[src/rtl/sclgen_pkg.sv]
package sclgen_pkg;

  typedef enum logic [1:0] {
    PH_IDLE = 2'd0,
    PH_LOW  = 2'd1,
    PH_HIGH = 2'd2
  } scl_phase_e;

  // Phase stretch in prescaled ticks, selected by the prescale value
  localparam int unsigned STRETCH_P0 = 7;
  localparam int unsigned STRETCH_P1 = 6;
  localparam int unsigned STRETCH_PN = 5;

endpackage

[src/rtl/sclgen_prescale.sv]
module sclgen_prescale #(
  parameter int unsigned PSC_W = 8
) (
  input  logic             clk,
  input  logic             rst_n,
  input  logic             en,
  input  logic [PSC_W-1:0] psc,
  output logic             tick
);

  logic [PSC_W-1:0] pcnt_q;
  logic [PSC_W-1:0] pcnt_d;

  assign tick = en && (pcnt_q == psc);

  always_comb begin
    if (!en || tick) pcnt_d = '0;
    else             pcnt_d = pcnt_q + PSC_W'(1);
  end

  always_ff @(posedge clk or negedge rst_n) begin
    if (!rst_n) pcnt_q <= '0;
    else        pcnt_q <= pcnt_d;
  end

  // the prescale counter never runs past the captured prescale value
  a_r3_tick_bound: assert property (@(posedge clk) disable iff (!rst_n)
    en |-> (pcnt_q <= psc));

endmodule

[src/rtl/sclgen_phase.sv]
module sclgen_phase
  import sclgen_pkg::*;
#(
  parameter int unsigned PSC_W = 8,
  parameter int unsigned CNT_W = 8
) (
  input  logic             clk,
  input  logic             rst_n,
  input  logic             run,
  input  logic             tick,
  input  logic [PSC_W-1:0] psc_in,
  input  logic [CNT_W-1:0] low_in,
  input  logic [CNT_W-1:0] high_in,
  output logic [PSC_W-1:0] psc_cur,
  output logic             active,
  output logic             scl,
  output logic             fall_stb,
  output logic             rise_stb
);

  localparam int unsigned LEN_W = CNT_W + 1;

  scl_phase_e       state_q, state_d;
  logic [LEN_W-1:0] ph_cnt_q, ph_cnt_d;
  logic [PSC_W-1:0] psc_s_q;
  logic [CNT_W-1:0] low_s_q, high_s_q;
  logic             scl_q, scl_d;
  logic             fall_q, fall_d;
  logic             rise_q, rise_d;
  logic             load;
  logic [LEN_W-1:0] cur_len;
  logic             last_tick;

  function automatic logic [LEN_W-1:0] phase_len(
    input logic [CNT_W-1:0] cnt,
    input logic [PSC_W-1:0] p
  );
    logic [LEN_W-1:0] off;
    if (p == '0)                 off = LEN_W'(STRETCH_P0);
    else if (p == PSC_W'(1))     off = LEN_W'(STRETCH_P1);
    else                         off = LEN_W'(STRETCH_PN);
    return LEN_W'(cnt) + off;
  endfunction

  assign cur_len   = (state_q == PH_HIGH) ? phase_len(high_s_q, psc_s_q)
                                          : phase_len(low_s_q, psc_s_q);
  assign last_tick = tick && (ph_cnt_q == cur_len - LEN_W'(1));

  always_comb begin
    state_d  = state_q;
    ph_cnt_d = ph_cnt_q;
    scl_d    = scl_q;
    fall_d   = 1'b0;
    rise_d   = 1'b0;
    load     = 1'b0;
    if (!run) begin
      state_d  = PH_IDLE;
      ph_cnt_d = '0;
      scl_d    = 1'b1;
    end else begin
      unique case (state_q)
        PH_IDLE: begin
          state_d  = PH_LOW;
          ph_cnt_d = '0;
          scl_d    = 1'b0;
          fall_d   = 1'b1;
          load     = 1'b1;
        end
        PH_LOW: begin
          if (last_tick) begin
            state_d  = PH_HIGH;
            ph_cnt_d = '0;
            scl_d    = 1'b1;
            rise_d   = 1'b1;
          end else if (tick) begin
            ph_cnt_d = ph_cnt_q + LEN_W'(1);
          end
        end
        PH_HIGH: begin
          if (last_tick) begin
            state_d  = PH_LOW;
            ph_cnt_d = '0;
            scl_d    = 1'b0;
            fall_d   = 1'b1;
            load     = 1'b1;
          end else if (tick) begin
            ph_cnt_d = ph_cnt_q + LEN_W'(1);
          end
        end
        default: begin
          state_d  = PH_IDLE;
          ph_cnt_d = '0;
          scl_d    = 1'b1;
        end
      endcase
    end
  end

  always_ff @(posedge clk or negedge rst_n) begin
    if (!rst_n) begin
      state_q  <= PH_IDLE;
      ph_cnt_q <= '0;
      scl_q    <= 1'b1;
      fall_q   <= 1'b0;
      rise_q   <= 1'b0;
    end else begin
      state_q  <= state_d;
      ph_cnt_q <= ph_cnt_d;
      scl_q    <= scl_d;
      fall_q   <= fall_d;
      rise_q   <= rise_d;
    end
  end

  // Shadow copies of the divider settings, loaded only at a period start
  always_ff @(posedge clk or negedge rst_n) begin
    if (!rst_n) begin
      psc_s_q  <= '0;
      low_s_q  <= '0;
      high_s_q <= '0;
    end else if (load) begin
      psc_s_q  <= psc_in;
      low_s_q  <= low_in;
      high_s_q <= high_in;
    end
  end

  assign psc_cur  = psc_s_q;
  assign active   = (state_q != PH_IDLE);
  assign scl      = scl_q;
  assign fall_stb = fall_q;
  assign rise_stb = rise_q;

  a_r2_idle_quiet: assert property (@(posedge clk) disable iff (!rst_n)
    !run |=> (scl_q && !fall_q && !rise_q));

  a_r6_strobe_excl: assert property (@(posedge clk) disable iff (!rst_n)
    $onehot0({fall_q, rise_q}));

  a_r6_fall_edge: assert property (@(posedge clk) disable iff (!rst_n)
    $rose(fall_q) |-> $fell(scl_q));

  a_r6_rise_edge: assert property (@(posedge clk) disable iff (!rst_n)
    $rose(rise_q) |-> $rose(scl_q));

  a_r7_shadow_hold: assert property (@(posedge clk) disable iff (!rst_n)
    (state_q == PH_LOW) |=> ($stable(psc_s_q) && $stable(low_s_q) && $stable(high_s_q)));

  a_r3_cnt_in_range: assert property (@(posedge clk) disable iff (!rst_n)
    (state_q != PH_IDLE) |-> (ph_cnt_q < cur_len));

endmodule

[src/rtl/scl_divider.sv]
module scl_divider #(
  parameter int unsigned PSC_W = 8,
  parameter int unsigned CNT_W = 8
) (
  input  logic             clk,
  input  logic             rst_n,
  input  logic             run,
  input  logic [PSC_W-1:0] psc_div,
  input  logic [CNT_W-1:0] low_count,
  input  logic [CNT_W-1:0] high_count,
  output logic             scl_o,
  output logic             scl_fall_o,
  output logic             scl_rise_o
);

  logic [1:0]       rst_sync_q;
  logic             rst_int_n;
  logic             tick;
  logic             active;
  logic [PSC_W-1:0] psc_cur;

  // Asynchronous assertion, synchronous release
  always_ff @(posedge clk or negedge rst_n) begin
    if (!rst_n) rst_sync_q <= 2'b00;
    else        rst_sync_q <= {rst_sync_q[0], 1'b1};
  end
  assign rst_int_n = rst_sync_q[1];

  sclgen_prescale #(.PSC_W(PSC_W)) u_prescale (
    .clk   (clk),
    .rst_n (rst_int_n),
    .en    (active),
    .psc   (psc_cur),
    .tick  (tick)
  );

  sclgen_phase #(.PSC_W(PSC_W), .CNT_W(CNT_W)) u_phase (
    .clk      (clk),
    .rst_n    (rst_int_n),
    .run      (run),
    .tick     (tick),
    .psc_in   (psc_div),
    .low_in   (low_count),
    .high_in  (high_count),
    .psc_cur  (psc_cur),
    .active   (active),
    .scl      (scl_o),
    .fall_stb (scl_fall_o),
    .rise_stb (scl_rise_o)
  );

endmodule

[config.mk]
export PLATFORM = sky130hd
export DESIGN_NAME = scl_divider
export DESIGN_NICKNAME = d
export VERILOG_FILES = /design/src/rtl/sclgen_pkg.sv /design/src/rtl/sclgen_prescale.sv /design/src/rtl/sclgen_phase.sv /design/src/rtl/scl_divider.sv
export SDC_FILE = /design/constraint.sdc
export NUM_CORES = 1
export LEC_CHECK = 0
export BUFFER_PORTS_ARGS = -buffer_cell sky130_fd_sc_hd__buf_2
export CORE_ASPECT_RATIO = 1.2
export CORE_UTILIZATION = 53
export CTS_CLUSTER_DIAMETER = 150
export DETAILED_ROUTE_END_ITERATION = 12
export PLACE_DENSITY = 0.73
export SYNTH_ARGS = -nofsm -noshare
export SYNTH_HDL_FRONTEND = slang
export SYNTH_SLANG_ARGS = --single-unit
[constraint.sdc]
create_clock -name clk -period 1.9 [get_ports clk]
set_clock_uncertainty 0.05 [all_clocks]
set_input_delay 0.095 -clock clk [delete_from_list [all_inputs] [get_ports clk]]
set_output_delay 0.095 -clock clk [all_outputs]
set_load 0.1 [all_outputs]
After elaboration in Yosys (flattened, before gate mapping) --
Index checks and enable logic that the tools add are counted.
Operators by class: reduce and logical (&&, ||, !) cells 9, $add $sub $neg 5, equality and inequality tests 8, muxes and demuxes 21
Operators with widths (count):
- $mux W9 | 5
- $add A8 B3 Y9 | 2
- $mux W2 | 5
- $add A9 B1 Y9 const B | 1
- $eq A9 B9 Y1 | 1
- $sub A9 B1 Y9 const B | 1
- $add A8 B1 Y8 const B | 1
- $eq A8 B1 Y1 const B | 1
- $eq A8 B8 Y1 | 1
- $logic_not A8 Y1 | 1
- $mux W8 | 1
- $mux W1 | 7
- $ne A3 B2 Y1 const B | 2
- $pmux W2 S3 | 1
- $ne A4 B2 Y1 const B | 1
- $pmux W1 S3 | 1
- $eq A2 B1 Y1 const B | 1
- $eq A2 B2 Y1 const B | 1
- $logic_and A1 B1 Y1 | 2
- $logic_not A2 Y1 | 1
- $pmux W1 S2 | 1
- $reduce_and A2 Y1 | 1
- $reduce_bool A2 Y1 | 1
- $reduce_or A2 Y1 | 1
- other kinds (2) | 2
Storage, ports and cells: input port bits 27, output and inout bits 3, register bits after elaboration 48, logic and storage cells 53

Longest topological paths before layout --
Gate-level depths: netlist (run 1).
depth in word-level cells 11, gate-level depth with buffers 20, mapped depth without buffers 15

Modules after synthesis --
From an unflattened synthesis (run 1), not the netlist that was laid out.
Second synthesis, totals: cell total of the unflattened synthesis 256, area total of the unflattened synthesis 2942.8 um^2
Modules (own cells, without submodules):
- sclgen_phase | instances 1, cells an instance 207, seq. area each 952.2 um^2, area an instance 2388.5 um^2
- sclgen_prescale | instances 1, cells an instance 46, seq. area each 200.2 um^2, area an instance 500.5 um^2
- scl_divider | instances 1, cells an instance 3, seq. area each 50.0 um^2, area an instance 53.8 um^2

Worst setup path after synthesis (run 1) --
Ideal clock, no wire load.
path kind register to register, start point register u_phase.state_q[0], end point register u_phase.high_s_q[0], buffers on the path 5, path slack -2719 ps, library setup time 125 ps, period minus slack after synthesis 4619 ps, stages on the path, launching flop included 21, arrival time 4444 ps, data required time 1725 ps, path through dfrtp_1 -> inv_1 -> ha_1 -> buf_6 -> buf_8 -> buf_2 -> mux2_2 -> ha_1 -> inv_1 -> fa_1 -> ha_1 -> clkbuf_1 -> nor2b_1 -> a2111oi_0 -> a31o_2 -> a221oi_1 -> nor4_2 -> o211ai_1 -> a21oi_4 -> buf_6 -> mux2_2
Between the ends: longest elaborated chain between the ends 8, elaborated cells between the ends (all ways) 11, those cells by class add/sub: 1; eq/ne: 2; mux: 4; reduce/logical: 4
Ends and longest elaborated chain:
- start, declared | line sclgen_phase.sv:23 | scl_phase_e state_q, state_d;
- start signal, assigned | line sclgen_phase.sv:107 | state_q <= state_d;
- $eq A2 B2 Y1 | line sclgen_phase.sv:45, sclgen_phase.sv:61
- $mux W9 | line sclgen_phase.sv:45 | assign cur_len = (state_q == PH_HIGH) ? phase_len(high_s_q, psc_s_q)
- $sub A9 B1 Y9 | line sclgen_phase.sv:47 | assign last_tick = tick && (ph_cnt_q == cur_len - LEN_W'(1));
- $eq A9 B9 Y1 | line sclgen_phase.sv:47
- $logic_and A1 B1 Y1 | line sclgen_phase.sv:47
- $mux W1 | line sclgen_phase.sv:80 | if (last_tick) begin
- $pmux W1 S2 (*) | line sclgen_phase.sv:61 | unique case (state_q)
- $mux W1 (*) | line sclgen_phase.sv:56 | if (!run) begin
- end signal, assigned | line sclgen_phase.sv:124 | high_s_q <= high_in;
- end, declared | line sclgen_phase.sv:26 | logic [CNT_W-1:0] low_s_q, high_s_q;
Mark *: on every way between the ends. The rest lies on a longest branch, timed or not. A chain may end at the register's enable or synchronous reset.

Worst setup path after layout (run 1) --
start point register u_phase.psc_s_q[4], in the netlist u_phase.psc_cur[4], end point register u_phase.high_s_q[7]
Between the ends: longest elaborated chain between the ends 11, elaborated cells between the ends (all ways) 15, those cells by class add/sub: 3; eq/ne: 3; mux: 6; reduce/logical: 3
Ends and longest elaborated chain:
- start, declared | line sclgen_phase.sv:25 | logic [PSC_W-1:0] psc_s_q;
- start signal, assigned | line sclgen_phase.sv:122 | psc_s_q <= psc_in;
- $eq A8 B1 Y1 | line sclgen_phase.sv:40 | else if (p == PSC_W'(1)) off = LEN_W'(STRETCH_P1);
- $mux W2 | line sclgen_phase.sv:40
- $mux W2 | line sclgen_phase.sv:39 | if (p == '0) off = LEN_W'(STRETCH_P0);
- $add A8 B3 Y9 | line sclgen_phase.sv:42 | return LEN_W'(cnt) + off;
- $mux W9 | line sclgen_phase.sv:45
- $sub A9 B1 Y9 | line sclgen_phase.sv:47
- $eq A9 B9 Y1 | line sclgen_phase.sv:47
- $logic_and A1 B1 Y1 (*) | line sclgen_phase.sv:47
- $mux W1 (*) | line sclgen_phase.sv:80
- $pmux W1 S2 (*) | line sclgen_phase.sv:61
- $mux W1 (*) | line sclgen_phase.sv:56
Marked as above.

==> results.toml, run 1 <==
[detailed_routing]
num_vias = 2875
antenna_left = 0
firstDrtPassIters = 4
drcViolationCount = 0
wl_per_cell_um = 18.2
drt-initial-drc-count = 205
drt-total-wl_um = 9000
viasPerCell = 5.83

[timing]
worstMarginPinSlew_ps = 552
rsz0062_at_grt = "true"
finalHoldViolations = 0
fmaxAchievable_mhz = 225
slew_headroom_pct = 62.9
holdWs_ps = 63.1
period_needed_ps = 4450
slew_viol_final = 0
worst_slack_ps = -2550
min_period_over_period_pct = 234
setup_viol = 38

[floorplanning]
fp-row-count = 29
chipWidth_um = 71.2
coreArea_um2 = 5410
dieArea_um2 = 6050
start_util_pct = 56.3
io_pins = 30
chipHeight_um = 85.0

[setup_path]
worstPathArrival_ps = 4600
crit_top_cell = "nor4_4"
crit_buf_inv = 2
required_ps = 2050
slowest_delay_ps = 570
cp_slowest_cell = "or4_4"
end_kind = "flop"
path_max_fanout = 25
path_cells = "or4_4 -> nor4_4 -> nand2_1 -> ha_4 -> inv_2 -> fa_1 -> ha_2 -> xor2_1 -> xnor2_1 -> nor4_2 -> nand4_1 -> nor4_4 -> o211ai_1 -> a21oi_4 -> buf_12 -> mux2_2"
start_kind = "flop"
criticalPathCategory = "flop to flop"
crit_family = "simple AND/OR/NAND/NOR gates"
r2r_slack_ps = -2550

[final_layout]
area_delta_synth_final_pct = 45.8
multi_input_area_um2 = 1920
register_area_um2 = 1200
fin_cells = 493
fin_area_um2 = 4440
fillCellCount = 298
nets = 466
antennaDiodeCount = 0
drive_gt1_share_pct = 42.9

[synthesis]
synth_area_per_cell_um2 = 10.1
synth_nets = 337
ys_seq_area_share_pct = 39.5
synth_most_common_cell = "dfrtp_1"
synthFlopType = "dfrtp_1"
async_flop_share_pct = 100
yosys-top-cells-count = "dfrtp_1 (47), mux2_2 (24), nand3_1 (22)"
ys_ff_latch = 48
synthDistinctLibCells = 57
synth_top_area_share_pct = 38.7
synthCells = 301
synthesis.area_um2 = 3040
synthTopCellsByArea = "dfrtp_1 (39%), mux2_2 (8.9%), xnor2_1 (5.5%)"
synth_edf_count = 0
yosysTopAreaCell = "dfrtp_1"
synth_warnings = 0

[placement]
dp_hpwl_um = 5370
postPlaceCellArea_um2 = 3790
place.gp.congestion = 0.921
port_buffers = 29
dp_cells = 447

[power_and_ir_drop]
p_total_uw = 3920
p_leak_uw = 0.00202
p_per_area_nw_per_um2 = 883
vdd_drop_max_uv = 745

[cts]
cts_made_buffers = 5
root_buffer = "clkbuf_8"
cts_buffer_depth = 2
clk_latency_ps = 310
htree_levels = 2
cts_tree = "yes"
path_clk_slew_ps = 90
cts_num_sinks = 48

[run_status]
status = "finished with violations"
violations = "setup timing"

[global_route]
grtUsageTotal_pct = 31.4
grt_pass1_wl_um = 14600
antenna_found_initial = 0
grt_pass1_vias = 3055
grt_max_degree = 31
overflow = 0

[job]
cap_violations = 0

[hold_path]
hold_path_class = "input pin to flop"
sequential cells by signal, summed over array words and instances (netlist names):
signal             count
u_prescale.pcnt_q      8
u_phase.scl            1
u_phase.rise_stb       1
u_phase.fall_stb       1
u_phase.ph_cnt_q       9
u_phase.low_s_q        8
u_phase.psc_cur        8
rst_sync_q             2
u_phase.high_s_q       8
u_phase.state_q        2
logic make-up (layout without fill, tap and decap cells):
family                     Yosys count  in the layout  share of synthesized area (%)
and+or+nand+nor                    102            102                           18.1
DFF                                 48             48                           39.5
AOI/OAI and AO/OA                   44             44                           10.7
muxes                               37             37                           13.4
xor gates and xnor gates            32             32                           9.46
buffers and inverters               28            158                           4.77
adders and majority gates            9              9                           3.95
other                                1              1                          0.123
power breakdown:
part / switching, µW / leakage, µW / total, µW / internal, µW
clock: 378 / 0.0000614 / 809 / 431
combinational: 896 / 0.00136 / 1830 / 933
sequential: 119 / 0.000602 / 1280 / 1160
total: 1390 / 0.00202 / 3920 / 2520
routing by layer:
layer	track usage, %	vias to the layer above	wire length (µm)
met5	0	-	0
met4	15.1	0	442
met3	4.39	36	228
met2	57.6	81	4830
met1	35.3	1411	3500
li1	-	1347	-
layout make-up:
class	instances	area share, %
Sequential cell	48	27.1
Clock buffer	6	1.86
Multi-Input combinational cell	225	43.2
Clock inverter	2	0.874
Timing Repair Buffer	136	23.9
Tap cell	62	1.75
Inverter	14	1.18
timing repair:
| item | CTS | global route |
|---|---|---|
| endpoints found under the setup margin | 38 | 38 |
| endpoints found under the hold margin | 26 | 0 |
| gates cloned | 0 | 0 |
| buffers inserted | 11 | 5 |
| gates resized for setup | 12 | 26 |
| pin swaps | 5 | 12 |
| hold buffers | 25 | 0 |
worst register-to-register path: stages (launching register included):
cell and delay [ps]:
dfrtp_1 400, or4_4 570, nor4_4 240, nand2_1 150, ha_4 180, inv_2 50
fa_1 450, ha_2 240, xor2_1 160, xnor2_1 140, nor4_2 250, nand4_1 240
nor4_4 290, o211ai_1 180, a21oi_4 180, buf_12 200, mux2_2 370
through the flow:
stage / setup TNS (ps) / setup WS (ps) / utilization (%)
after floorplan: -82200 / -2370 / -
after global routing: -98980 / -2720 / 82.0
after global placement: -81570 / -2320 / 70.0
final: -92860 / -2550 / 82.0
after detailed placement: -86480 / -2440 / 70.0
after CTS: -86030 / -2330 / 79.7
worst paths after layout:
check,start,end,depth (start not counted)
worst min-delay path,run,u_phase.rise_stb,2
worst max register to register,u_phase.psc_cur[4],u_phase.high_s_q[7],16
worst max-delay path,u_phase.psc_cur[4],u_phase.high_s_q[7],16
min in group asynchronous,rst_n,rst_sync_q[1],2
max in group asynchronous,rst_sync_q[1],u_phase.scl,1
worst min register to register,rst_sync_q[1],u_phase.fall_stb,0
cells in the final DEF, fill, tap and decap left out, types with 4 or more instances in the layout:
| master | Yosys | final |
|---|---|---|
| buf_4 | 1 | 73 |
| dfrtp_1 | 47 | 46 |
| buf_2 | 2 | 29 |
| dlygate4sd3_1 | 0 | 25 |
| mux2_2 | 24 | 22 |
| nand3_1 | 22 | 21 |
| nand2_1 | 21 | 20 |
| xnor2_1 | 19 | 19 |
| inv_1 | 14 | 12 |
| nor2_1 | 12 | 12 |
| xor2_1 | 12 | 11 |
| and3_1 | 10 | 10 |
| mux2i_1 | 9 | 8 |
| o21ai_2 | 0 | 8 |
| buf_6 | 3 | 7 |
| clkbuf_8 | 0 | 6 |
| nand4_1 | 5 | 5 |
| nor3_1 | 6 | 5 |
| nor4_1 | 8 | 5 |
| ha_1 | 8 | 5 |
| nand3b_1 | 4 | 4 |
Power figures use the tool's default switching activity.
==> inputs of run 2 (changes only) <==
Settings changed: BUFFER_PORTS_ARGS -buffer_cell sky130_fd_sc_hd__buf_2 to -buffer_cell sky130_fd_sc_hd__buf_4, SLEW_MARGIN set to 20.
==> results.toml, run 2 (synthesis gave the netlist of run 1 again) <==
[detailed_routing]
firstDrtPassIters = 5
drcViolationCount = 0
wl_per_cell_um = 17.4
drt-total-wl_um = 8590
viasPerCell = 5.89
antenna_left = 0
num_vias = 2903
drt-initial-drc-count = 260

[power_and_ir_drop]
intPower_uw = 2400
pwr-share-clk_pct = 17.2
p_per_area_nw_per_um2 = 847
p_leak_uw = 0.00202
p_total_uw = 3760
vdd_drop_max_uv = 627
seqPwrFrac_pct = 33.7
power_switching_uw = 1350
p_comb_share_pct = 49.1
swShare_pct = 36.0

[placement]
dp_hpwl_um = 5260
port_buffers = 29
place.gp.congestion = 0.871

[job]
cap_violations = 0

[timing]
rsz0062_at_grt = "true"
finalHoldViolations = 0
holdWs_ps = 47.7
period_needed_ps = 4430
min_period_over_period_pct = 233
fmaxAchievable_mhz = 226
slew_viol_final = 0
tns_ps = -90450
worst_slack_ps = -2530
setup_viol = 38

[final_layout]
register_area_um2 = 1200
final_cell_mix = "buf_4 (105), dfrtp_1 (46), dlygate4sd3_1 (25)"
antennaDiodeCount = 0
area_delta_synth_final_pct = 45.8
nets = 466
utilization_pct = 82.0
multi_input_area_um2 = 1890
drive_gt1_share_pct = 41.1
final_common_cell = "buf_4"
top_register = "u_phase.ph_cnt_q"
largest_reg_flops = 9
fillCellCount = 290

[cts]
path_clk_slew_ps = 90
cts_num_sinks = 48
cts_buffer_depth = 2
htree_levels = 2
cts_tree = "yes"
root_buffer = "clkbuf_8"
cts_made_buffers = 5
clk_latency_ps = 310

[floorplanning]
io_pins = 30
chipHeight_um = 85.0
dieArea_um2 = 6050
fp-row-count = 29
start_util_pct = 56.3
coreArea_um2 = 5410
chipWidth_um = 71.2

[hold_path]
hold_depth = 2
hold_path_class = "input pin to flop"
hold_end = "u_phase.rise_stb"
holdCritStartpoint = "run"

[setup_path]
r2r_slack_ps = -2530
path_max_fanout = 25
worstReg2RegStart = "u_phase.psc_cur[4]"
required_ps = 2040
r2r_cells = 16
criticalPathCategory = "flop to flop"
start_kind = "flop"
end_kind = "flop"
worstPathArrival_ps = 4570
timing.rr.end = "u_phase.low_s_q[1]"

[run_status]
status = "finished with violations"
violations = "setup timing"

[global_route]
overflow = 0
antenna_found_initial = 0
grt_max_degree = 29
grt_pass1_vias = 2907
grt_pass1_wl_um = 13500
grtUsageTotal_pct = 28.8
-- run 2: cell count changes in the layout (fill, tap and decap cells not counted), sizes merged --
cell / before / now
bufinv: 1 / 0
clkinvlp: 0 / 1
clkinv: 1 / 0
clkbuf: 6 / 7
-- run 2: layout make-up --
| type | instances | share of cell area (%) |
|---|---|---|
| multi-input combinational | 225 | 42.6 |
| sequential | 48 | 27.1 |
| clock buffer | 7 | 1.95 |
| tap | 62 | 1.75 |
| clock inverter | 1 | 0.169 |
| timing repair buffer | 136 | 25.2 |
| inverter | 14 | 1.24 |
-- run 2: worst max-delay path by stage --
stage | startpoint | end | slack (ps) | depth (start not counted)
after global routing | u_phase.psc_cur[4] | u_phase.low_s_q[1] | -2780 | 15
after floorplan | u_phase.psc_cur[4] | u_phase.high_s_q[0] | -2370 | 17
final | u_phase.psc_cur[4] | u_phase.low_s_q[1] | -2530 | 16
after CTS | u_phase.psc_cur[4] | u_phase.low_s_q[0] | -2300 | 16
after detailed placement | u_phase.psc_cur[4] | u_phase.low_s_q[0] | -2480 | 16
after global placement | u_phase.psc_cur[4] | u_phase.low_s_q[6] | -2360 | 16
-- run 2: power by group through the flow --
| stage | logic (µW) | clock network (µW) | registers, µW |
|---|---|---|---|
| final | 1840 | 646 | 1270 |
| after CTS | 1660 | 647 | 1260 |
| after floorplan | 875 | 0 | 1340 |
| after detailed placement | 1540 | 0 | 1270 |
| after global placement | 1490 | 0 | 1270 |
| after global routing | 1970 | 689 | 1290 |
-- run 2: metrics by stage --
stage,worst slack [ps],instance area (µm²),instances
2_1_floorplan,-2370,3130,301
3_3_place_gp,-2360,3880,450
3_5_place_dp,-2480,3880,450
4_1_cts,-2300,4330,489
5_1_grt,-2780,4440,493
6_report,-2530,4440,493
-- run 2: repair_timing --
action	4_1_cts	5_1_grt
resized for setup	11	15
hold buffers	25	0
setup endpoints to repair	38	38
pin swaps	3	4
setup buffers	6	5
cloned	1	0
hold endpoints to repair	26	0
-- run 2: metal layers --
| metal | vias to the layer above | part of all wire (%) | track usage (%) | wire length, µm |
|---|---|---|---|---|
| met3 | 36 | 3.7 | 4.39 | 317 |
| met5 | - | 0 | 0 | 0 |
| li1 | 1341 | - | - | - |
| met2 | 105 | 53 | 50.4 | 4540 |
| met1 | 1421 | 39 | 34.1 | 3350 |
| met4 | 0 | 4.5 | 14.5 | 383 |
-- run 2: worst max-delay path, stage by stage (launching register included) --
cell	delay, ps
dfrtp_1	390
or4_4	550
nor4_4	170
nand2_1	130
ha_4	190
inv_4	50
fa_2	470
ha_4	210
xor2_4	160
xnor2_2	140
nor4_2	280
nand4_1	200
nor4_2	320
o211ai_1	220
a21oi_4	210
buf_12	200
mux2_2	350
==> inputs of run 3 (changes only) <==
--- a/config.mk
+++ b/config.mk
@@ -11,2 +11,3 @@
 export CTS_CLUSTER_DIAMETER = 150
+export CTS_CLUSTER_SIZE = 8
 export DETAILED_ROUTE_END_ITERATION = 12
==> constraint.sdc (replaced) <==
create_clock -name clk -period 4.15 [get_ports clk]
set_clock_uncertainty 0.05 [all_clocks]
set_input_delay 0.415 -clock clk [delete_from_list [all_inputs] [get_ports clk]]
set_output_delay 0.415 -clock clk [all_outputs]
set_load 0.1 [all_outputs]
==> results.toml, run 3 (synthesis gave the netlist of run 1 again) <==
[run_status]
status = "finished with violations"
violations = "setup timing"

[cts]
path_clk_slew_ps = 80
cts_buffer_depth = 2
cts_made_buffers = 5
clk_latency_ps = 300
cts_tree = "yes"
cts_num_sinks = 48
htree_levels = 2
root_buffer = "clkbuf_8"

[setup_path]
end_kind = "flop"
required_ps = 4290
slowest_delay_ps = 530
criticalPathCategory = "flop to flop"
path_max_fanout = 25
path_cells = "or4_1 -> nor4_2 -> buf_4 -> inv_1 -> fa_1 -> or3b_4 -> mux2i_4 -> xor2_1 -> o211ai_1 -> nand4_1 -> nor4_2 -> o211ai_1 -> a21oi_4 -> buf_12 -> mux2_2"
start_kind = "flop"
worstReg2RegStart = "u_phase.psc_cur[4]"
r2r_cells = 15
r2r_slack_ps = -170
cp_slowest_cell = "or4_1"
timing.rr.end = "u_phase.low_s_q[4]"
worstPathArrival_ps = 4460

[timing]
setup_viol = 24
min_period_over_period_pct = 104
finalHoldViolations = 0
slew_viol_final = 0
slew_headroom_pct = 58.9
worst_slack_ps = -166
fmaxAchievable_mhz = 232
tns_ps = -3840
period_needed_ps = 4320
rsz0062_at_grt = "true"
worstMarginPinSlew_ps = 616

[power_and_ir_drop]
power_switching_uw = 502
p_per_area_nw_per_um2 = 405
p_total_uw = 1460
swShare_pct = 34.4
vdd_drop_max_uv = 241
pwr-share-clk_pct = 20.6
seqPwrFrac_pct = 41.3
p_leak_uw = 0.00159
intPower_uw = 956
p_comb_share_pct = 38.1

[placement]
dp_hpwl_um = 4490
port_buffers = 29
place.gp.congestion = 0.839
preCtsSetupSlack_ps = -132

[floorplanning]
chipHeight_um = 85.0
start_util_pct = 56.3
dieArea_um2 = 6050
fp-row-count = 29
chipWidth_um = 71.2
io_pins = 30
coreArea_um2 = 5410

[final_layout]
antennaDiodeCount = 0
final_cell_mix = "buf_4 (48), dfrtp_1 (46), mux2_2 (23)"
top_register = "u_phase.ph_cnt_q"
largest_reg_flops = 9
utilization_pct = 66.6
nets = 380
drive_gt1_share_pct = 29.9
area_delta_synth_final_pct = 18.3
final_common_cell = "buf_4"

[global_route]
grt_pass1_vias = 2359
antenna_found_initial = 0
grt_pass1_wl_um = 10900
grt_max_degree = 47
overflow = 0
grtUsageTotal_pct = 22.9

[detailed_routing]
firstDrtPassIters = 4
drt-total-wl_um = 6140
drcViolationCount = 0
wl_per_cell_um = 15.1
antenna_left = 0
drt-initial-drc-count = 103
viasPerCell = 5.83
num_vias = 2372

[hold_path]
hold_path_class = "flop to asynchronous set/reset pin"

[job]
cap_violations = 0
==> run 3: changes by cell type in the layout (fill, tap and decap cells not counted), moves of 2 or more <==
cell and change:
buf_4 -57, dlygate4sd3_1 -24, o21ai_0 +10, o21ai_1 -8, buf_6 -3, nor4_1 +2
nor4_4 -2, o21ai_2 -2
==> run 3: how the worst max path moves through the flow <==
stage,depth (start not counted),from,slack [ps],end
2_1_floorplan,17,u_phase.psc_cur[4],-120,u_phase.high_s_q[0]
3_3_place_gp,15,u_phase.psc_cur[4],-30,u_phase.low_s_q[4]
3_5_place_dp,15,u_phase.psc_cur[4],-130,u_phase.psc_cur[1]
4_1_cts,15,u_phase.psc_cur[4],-70,u_phase.psc_cur[1]
5_1_grt,15,u_phase.psc_cur[4],-360,u_phase.psc_cur[7]
6_report,15,u_phase.psc_cur[4],-170,u_phase.low_s_q[4]
==> run 3: stage by stage <==
step | instances | hold WS, ps | instance area (µm²)
floorplan | 301 | 69.4 | 3120
global placement | 394 | 147 | 3440
detailed placement | 394 | 148 | 3440
CTS | 404 | 276 | 3550
global route | 407 | 277 | 3600
finish | 407 | 285 | 3600
==> run 3: area by class of cell <==
type | instances | area [µm²]
Clock buffer | 8 | 100
Multi-Input combinational cell | 225 | 1770
Sequential cell | 48 | 1210
Inverter | 14 | 52.6
Tap cell | 62 | 77.6
Fill cell | 443 | 1810
Timing Repair Buffer | 50 | 390
==> run 3: worst max-delay path, delay by kind of cell (launching register included) <==
family	cells	cell delay (ps)
XOR/XNOR	1	150
adder cells (fa/ha/maj)	1	530
flip-flops	1	380
AO/OA/AOI/OAI	3	510
buffers and inverters	3	390
multiplexers	2	570
AND/OR/NAND/NOR	5	1640
==> run 3: what timing repair did <==
item	in CTS	in global routing
pin swaps	2	2
resized for setup	0	4
gates cloned	0	0
setup buffers	1	3
endpoints found under the hold margin	2	0
hold buffers	1	0
setup endpoints to repair	24	37
==> run 3: power by group through the flow <==
stage               sequential [µW]  combinational (µW)  clock (µW)
detailed placement              612                 542           0
global placement                610                 528           0
global route                    616                 614         332
CTS                             603                 544         312
floorplan                       615                 395           0
finish                          602                 555         301
==> run 3: per-layer routing <==
metal | vias up | routed length (µm) | global-route usage (%)
met5 | - | 0 | 0
met2 | 32 | 3130 | 38.4
met3 | 8 | 138 | 3.44
li1 | 1180 | - | -
met1 | 1152 | 2760 | 29.4
met4 | 0 | 114 | 9.82
